==> src/rtl/desc_ring_fetch.sv <==
`timescale 1ns/1ps
module desc_ring_fetch #(
  parameter int AW = 32,
  parameter int IW = 8,
  parameter int DW = 32
) (
  input  logic            clk,
  input  logic            rst_n,
  input  logic            reg_we,
  input  logic [2:0]      reg_addr,
  input  logic [31:0]     reg_wdata,
  output logic [31:0]     reg_rdata,
  output logic            mrd_req,
  output logic [AW-1:0]   mrd_addr,
  input  logic            mrd_gnt,
  input  logic            mrd_dvalid,
  input  logic [DW-1:0]   mrd_data,
  output logic            dsc_valid,
  output logic [4*DW-1:0] dsc_data,
  input  logic            dsc_ready
);
  typedef enum logic [2:0] {S_IDLE, S_SUSP, S_REQ, S_RECV, S_OFFER} st_t;

  st_t           st_q;
  logic          run_q;
  logic [AW-1:0] base_q;
  logic [IW-1:0] len_q, tail_q, cur_q;
  logic [1:0]    beat_q;
  logic [DW-1:0] buf_q [4];
  logic [1:0]    stat_w;

  wire [IW-1:0] last_idx = len_q - IW'(1);
  wire [IW-1:0] cur_nxt  = (cur_q == last_idx) ? '0 : cur_q + IW'(1);
  wire          idle_w   = (st_q == S_IDLE);
  wire          take_w   = (st_q == S_OFFER) && dsc_ready;

  assign stat_w    = idle_w ? 2'd0 : (st_q == S_SUSP) ? 2'd2 : 2'd1;
  assign mrd_req   = (st_q == S_REQ);
  assign mrd_addr  = base_q + {{(AW-IW-4){1'b0}}, cur_q, 4'b0000};
  assign dsc_valid = (st_q == S_OFFER);

  for (genvar k = 0; k < 4; k++) begin : g_word
    assign dsc_data[k*DW +: DW] = buf_q[k];
  end

  always_comb begin
    reg_rdata = '0;
    case (reg_addr)
      3'd0: reg_rdata[0]      = run_q;
      3'd1: reg_rdata[AW-1:0] = base_q;
      3'd2: reg_rdata[IW-1:0] = len_q;
      3'd3: reg_rdata[IW-1:0] = tail_q;
      3'd4: reg_rdata[IW-1:0] = cur_q;
      3'd5: reg_rdata[1:0]    = stat_w;
      default: reg_rdata = '0;
    endcase
  end

  always_ff @(posedge clk) begin
    if (!rst_n) begin
      st_q   <= S_IDLE;
      run_q  <= 1'b0;
      base_q <= '0;
      len_q  <= '0;
      tail_q <= '0;
      cur_q  <= '0;
      beat_q <= '0;
      for (int k = 0; k < 4; k++) buf_q[k] <= '0;
    end else begin
      if (reg_we) begin
        case (reg_addr)
          3'd0: run_q <= reg_wdata[0];
          3'd1: if (idle_w) begin
                  base_q <= {reg_wdata[AW-1:4], 4'b0000};
                  cur_q  <= '0;
                end
          3'd2: if (idle_w) begin
                  len_q <= reg_wdata[IW-1:0];
                  cur_q <= '0;
                end
          3'd3: tail_q <= reg_wdata[IW-1:0];
          default: ;
        endcase
      end
      case (st_q)
        S_IDLE: if (run_q) st_q <= (cur_q == tail_q) ? S_SUSP : S_REQ;
        S_SUSP: begin
          if (!run_q) st_q <= S_IDLE;
          else if (cur_q != tail_q) st_q <= S_REQ;
        end
        S_REQ: if (mrd_gnt) begin
          st_q   <= S_RECV;
          beat_q <= '0;
        end
        S_RECV: if (mrd_dvalid) begin
          buf_q[beat_q] <= mrd_data;
          beat_q <= beat_q + 2'd1;
          if (beat_q == 2'd3) st_q <= S_OFFER;
        end
        S_OFFER: if (take_w) begin
          cur_q <= cur_nxt;
          if (!run_q) st_q <= S_IDLE;
          else if (cur_nxt == tail_q) st_q <= S_SUSP;
          else st_q <= S_REQ;
        end
        default: st_q <= S_IDLE;
      endcase
    end
  end
endmodule

==> config.mk <==
export PLATFORM = sky130hd
export DESIGN_NAME = desc_ring_fetch
export DESIGN_NICKNAME = d
export VERILOG_FILES = /design/src/rtl/desc_ring_fetch.sv
export SDC_FILE = /design/constraint.sdc
export NUM_CORES = 1
export LEC_CHECK = 0
export BUFFER_PORTS_ARGS = -buffer_cell sky130_fd_sc_hd__buf_2
export CAP_MARGIN = 30
export CORE_UTILIZATION = 40
export CTS_CLUSTER_DIAMETER = 30
export DETAILED_ROUTE_END_ITERATION = 8
export HOLD_SLACK_MARGIN = 0.05
export SETUP_SLACK_MARGIN = 0.3
export SLEW_MARGIN = 15
export SYNTH_ARGS = -nofsm -noshare
export SYNTH_HDL_FRONTEND = slang
export SYNTH_SLANG_ARGS = --single-unit
==> constraint.sdc <==
create_clock -name clk -period 3.8 [get_ports clk]
set_input_delay 0.76 -clock clk [delete_from_list [all_inputs] [get_ports clk]]
set_output_delay 0.76 -clock clk [all_outputs]
set_load 0.1 [all_outputs]
Word-level counts from Yosys, hierarchy flattened --
Memory sizes are Yosys's and may differ from the RTL's. Cells that the tools add are included.
Word-level totals: logic and storage cells 78, input bits 73, RAM bits 128, flip-flop bits (word level) 58, memories 1, output and inout port bits 194
Memory list:
- buf_q | depth 4, bits a word 32, read ports 4, clocked after Yosys merged registers in 0, wr ports 4, line 29 | logic [DW-1:0] buf_q [4];
Cells by class: add/sub/neg operators 4, reductions and logical operators 12, eq/ne operators 20, multiplexer cells 34
Operator list (number):
- 2-to-1 mux 8 bit | 6
- adder 32 x 12 -> 32 bit | 1
- 2-to-1 mux 32 bit | 1
- OR reduction 32 bit | 1
- == test 8 bit | 3
- 2-to-1 mux 24 bit | 1
- case mux 6 bit (4 select lines) | 1
- 2-to-1 mux 3 bit | 7
- 2-to-1 mux 2 bit | 8
- case mux 3 bit (5 select lines) | 1
- == test 3 x 2 -> 1 bit (second input constant) | 4
- == test 3 bit (second input constant) | 3
- AND reduction 3 bit | 3
- adder 8 x 1 -> 8 bit (second input constant) | 1
- inequality test 8 bit | 1
- subtractor 8 x 1 -> 8 bit (second input constant) | 1
- == test 3 x 1 -> 1 bit (second input constant) | 2
- zero test 3 bit | 2
- 2-to-1 mux 1 bit | 6
- inequality test 2 bit (second input constant) | 3
- AND reduction 6 bit | 1
- case mux 1 bit (5 select lines) | 1
- inequality test 2 x 1 -> 1 bit (second input constant) | 2
- case mux 1 bit (4 select lines) | 1
- 8 further kinds | 9

Logic depth before layout (Yosys ltp) --
word-level depth 8, depth in mapped cells 12, depth with buffers taken out 10

Worst setup path before layout --
No wires, ideal clock.
path kind register to output, start point register cur_q[1], end point output mrd_addr[28], buffers on the path 0, arrival time 3.712 ns, cell stages (with the launch flop) 10, path slack -0.672 ns, required time 3.040 ns, path through dfxtp_1 -> inv_1 -> fa_1 -> nor2b_1 -> o21ai_0 -> a21boi_1 -> o21ai_0 -> a211oi_1 -> nand4_1 -> xnor2_1
On the way: word-level cells in the longest chain between the ends 1
RTL lines:
- start, declared | line 27 | logic [IW-1:0] len_q, tail_q, cur_q;
- start signal, assigned | line 101 | cur_q <= cur_nxt;
- adder 32 x 12 -> 32 bit | line 39 | assign mrd_addr = base_q + {{(AW-IW-4){1'b0}}, cur_q, 4'b0000};
- end, declared | line 14 | output logic [AW-1:0] mrd_addr,
Every way passes these cells.

Worst setup path after layout --
start point register base_q[4], end point output mrd_addr[28]
On the way: word-level cells in the longest chain between the ends 1
RTL lines:
- start, declared | line 26 | logic [AW-1:0] base_q;
- start signal, assigned | line 74 | base_q <= {reg_wdata[AW-1:4], 4'b0000};
- adder 32 x 12 -> 32 bit | line 39
Every way passes these cells.

==> qor.csv <==
stage,metric,value,unit
run_status,status,completed,
clock_tree,Sink Count,186,
sta,Final Cycle Share,93.0,%
layout,Final #Nets,1193,
sta,upper clock frequency limit,0.283,GHz
floorplan,# IOs,267,
pwr,static leakage,5.31,nW
hold_path,hold endpoint,base_q[9],
sta,Max-slew headroom,39.6,%
critical_path,Setup crit start kind,register,
layout,share of cells above drive strength 1,36.4,%
pwr,PD cells,411,nW/µm²
route,drt first pass iters,5,
clock_tree,later-pin clock latency in the skew report,0.43,ns
global_route,global-route wire length before repair,37900,µm
global_route,GR Layer Usage met1,29.2,%
route,Starting DRT DRC Count,346,
critical_path,R2R Path End,st_q[1],
yosys,sequential area share after synthesis,56.1,%
yosys,ys async rst share,0,%
critical_path,WP data arrival,2.78,ns
clock_tree,H-tree levels,4,
yosys,"Cell Area, Synth",8920,µm²
hold_path,Hold Path Class,reg2reg,
job,max-cap viol count,0,
hold_path,worst hold start,base_q[9],
clock_tree,CTS buffer count,17,
yosys,Seq cells post-synth,186,
layout,end-of-flow core utilization,55.2,%
sta,min cycle time layout,3.54,ns
critical_path,Worst R2R Start,len_q[0],
route,post-route ant nets,0,
yosys,Post-synth EDFFs,128,
global_route,initial antenna violation count,7,
floorplan,die height,151,µm
layout,design area,12000,µm²
sta,Final Hold Viols,0,
clock_tree,CTS tree,built,
layout,Area growth syn-to-layout,35.0,%
floorplan,DIE WIDTH,151,µm
sta,unrepaired setup endpoints after global routing,yes,
clock_tree,CTS Root Cell,clkbuf_16,
critical_path,reg2reg setup slack,0.97,ns
floorplan,Starting Density,40.9,%
route,drt via density,5.02,
floorplan,total core area,21800,µm²
placed_design,IO Port Bufs,262,
critical_path,Critical Path RT,3.04,ns
sta,slew at the pin closest to its max-slew limit,0.906,ns
sta,Final Max Slew Viols,0,
yosys,Synth Flop Type,edfxtp_1,
route,Wirelength per Cell,18.1,µm
route,Via Count,7054,
yosys,Synth Warn #,0,
placed_design,dpl hpwl,17400,µm
yosys,Mapped Avg Cell Area,10.6,µm²
global_route,vias in the first global route,6644,
floorplan,area of the die,22900,µm²
placed_design,Final Wtd Congestion,0.844,
sta,TNS Setup,0,ns
critical_path,crit path max fanout,7,
critical_path,WS Path Type,reg2out,
sta,# setup viols final,0,
route,DRC Markers,0,
hold_path,WHS Path Cells,2,
sta,skew final,0.00983,ns
floorplan,Rows,54,
global_route,gr usage total,22.0,%
pwr,worst vdd ir,0.328,mV
global_route,largest net degree at the start of global routing,42,
clock_tree,Post-CTS Hold Fix Bufs,0,
route,WL final,25400,µm
critical_path,CP Capture Type,output pin,
global_route,most used routing layer,met2,
critical_path,Worst Reg-to-Reg Cells,10,
global_route,global-route congestion overflow total,0,
clock_tree,clock transition at the registers of the reported paths,0.08,ns
yosys,Synth Instances,841,
yosys,Netlist cell types,66,
placed_design,dpl cell area,11200,µm²
global_route,GR Util met3,6.14,%
global_route,met2 GRT Util,33.9,%
clock_tree,Clock Path Buffers,2,
[cell families after synthesis]
logic type / Yosys count / share of synthesized area (%)
xor+xnor: 49 / 4.89
other cells: 1 / 0.0420
fa+ha+maj: 12 / 1.77
mux: 18 / 2.05
flops: 186 / 56.1
compound gates: 116 / 8.54
simple gates: 391 / 23.3
buf+inv: 68 / 3.32
[worst max-delay path by stage]
stage / start / endpoint / slack [ns] / cells past startpoint
2_1_floorplan: cur_q[1] / mrd_addr[28] / 0.1 / 9
3_3_place_gp: cur_q[1] / mrd_addr[20] / 0.38 / 11
3_5_place_dp: cur_q[1] / mrd_addr[20] / 0.30 / 11
4_1_cts: base_q[4] / mrd_addr[20] / 0.19 / 12
5_1_grt: base_q[4] / mrd_addr[28] / 0.13 / 12
6_report: base_q[4] / mrd_addr[28] / 0.26 / 12
[registers in the layout (all words and copies together) (netlist names)]
name,cells
base_q,28
buf_q,128
len_q,8
st_q,3
beat_q,2
run_q,1
tail_q,8
cur_q,8
[per-stage QoR]
step	total power [W]	cells	hold slack (ns)	setup slack, ns
2_1_floorplan	0.00303	844	0.449	0.0950
3_3_place_gp	0.00324	1354	0.470	0.381
3_5_place_dp	0.00324	1355	0.476	0.297
4_1_cts	0.00498	1391	0.486	0.194
5_1_grt	0.00510	1404	0.511	0.131
6_report	0.00495	1404	0.487	0.264
[layout by cell type (no fill, tap or decap), drive strengths merged, types with 11 or more instances in the layout]
| cell | n |
|---|---|
| edfxtp | 128 |
| nor2 | 42 |
| nor3 | 14 |
| nand3 | 17 |
| xnor2 | 27 |
| clkbuf | 18 |
| and2 | 127 |
| mux2i | 16 |
| nand2b | 11 |
| a21oi | 52 |
| nand2 | 108 |
| and3 | 44 |
| inv | 20 |
| ha | 11 |
| buf | 299 |
| o21ai | 21 |
| a22oi | 12 |
| xor2 | 22 |
| dfxtp | 58 |
[layer usage]
| layer | vias up | wire length [µm] |
|---|---|---|
| li1 | 3441 | - |
| met1 | 3344 | 11100 |
| met2 | 219 | 11900 |
| met3 | 44 | 1740 |
| met4 | 6 | 625 |
| met5 | - | 37 |
[critical path, cell delays in order (launching register included)]
cell and delay (ns):
dfxtp_2 0.36, ha_4 0.14, inv_2 0.03, fa_2 0.34, nor2b_2 0.13, o21ai_2 0.07
a21boi_2 0.18, o21ai_2 0.09, a211oi_2 0.18, buf_4 0.19, nand4_1 0.16, xnor2_2 0.25
buf_12 0.20
[what timing repair did]
action	in CTS	in global routing
gates cloned	0	0
hold endpoints to repair	0	0
setup buffers	4	8
pin swaps	5	6
resized for setup	31	16
setup endpoints to repair	22	20
[cells in the mapped netlist (2+ instances only)]
cell type	instances	area (µm²)
clkbuf_1	39	146
nor2_1	41	154
inv_1	13	48.8
buf_2	6	30.0
mux2_2	2	22.5
a211oi_1	2	15.0
buf_1	2	7.51
a22oi_1	11	82.6
nor2b_1	3	18.8
edfxtp_1	128	3840
buf_4	5	37.5
nand2_1	108	405
nor4b_1	2	17.5
o21ai_0	12	60.1
o21ai_1	9	45.0
xnor2_1	27	236
nor3_1	14	70.1
a41oi_1	2	17.5
xor2_1	21	184
o21bai_1	2	15.0
mux2i_1	16	160
nand3_1	17	85.1
buf_6	2	22.5
a21o_1	5	37.5
nand2b_1	11	68.8
and3_1	44	275
ha_1	11	138
a21oi_1	52	260
dfxtp_1	58	1160
nand3b_1	6	45.0
nor3b_1	5	37.5
and2_1	126	788
nand4_1	4	25.0
and4_1	3	26.3
[cell type report]
type,instances,area [µm²]
clock buffer,18,429
fill,1974,9780
antenna,3,7.51
clock inverter,14,153
inverter,14,52.6
multi-input combinational,590,4110
timing repair buffer,299,1930
sequential,186,5010
tap,280,350
[report_power, final]
group / leakage (nW) / internal, W / switching, W / total (W)
registers: 1.79 / 0.00223 / 0.0000573 / 0.00228
clock network: 0.271 / 0.000879 / 0.000868 / 0.00175
logic: 3.25 / 0.000193 / 0.000725 / 0.000918
(Power assumes the default switching activity.)
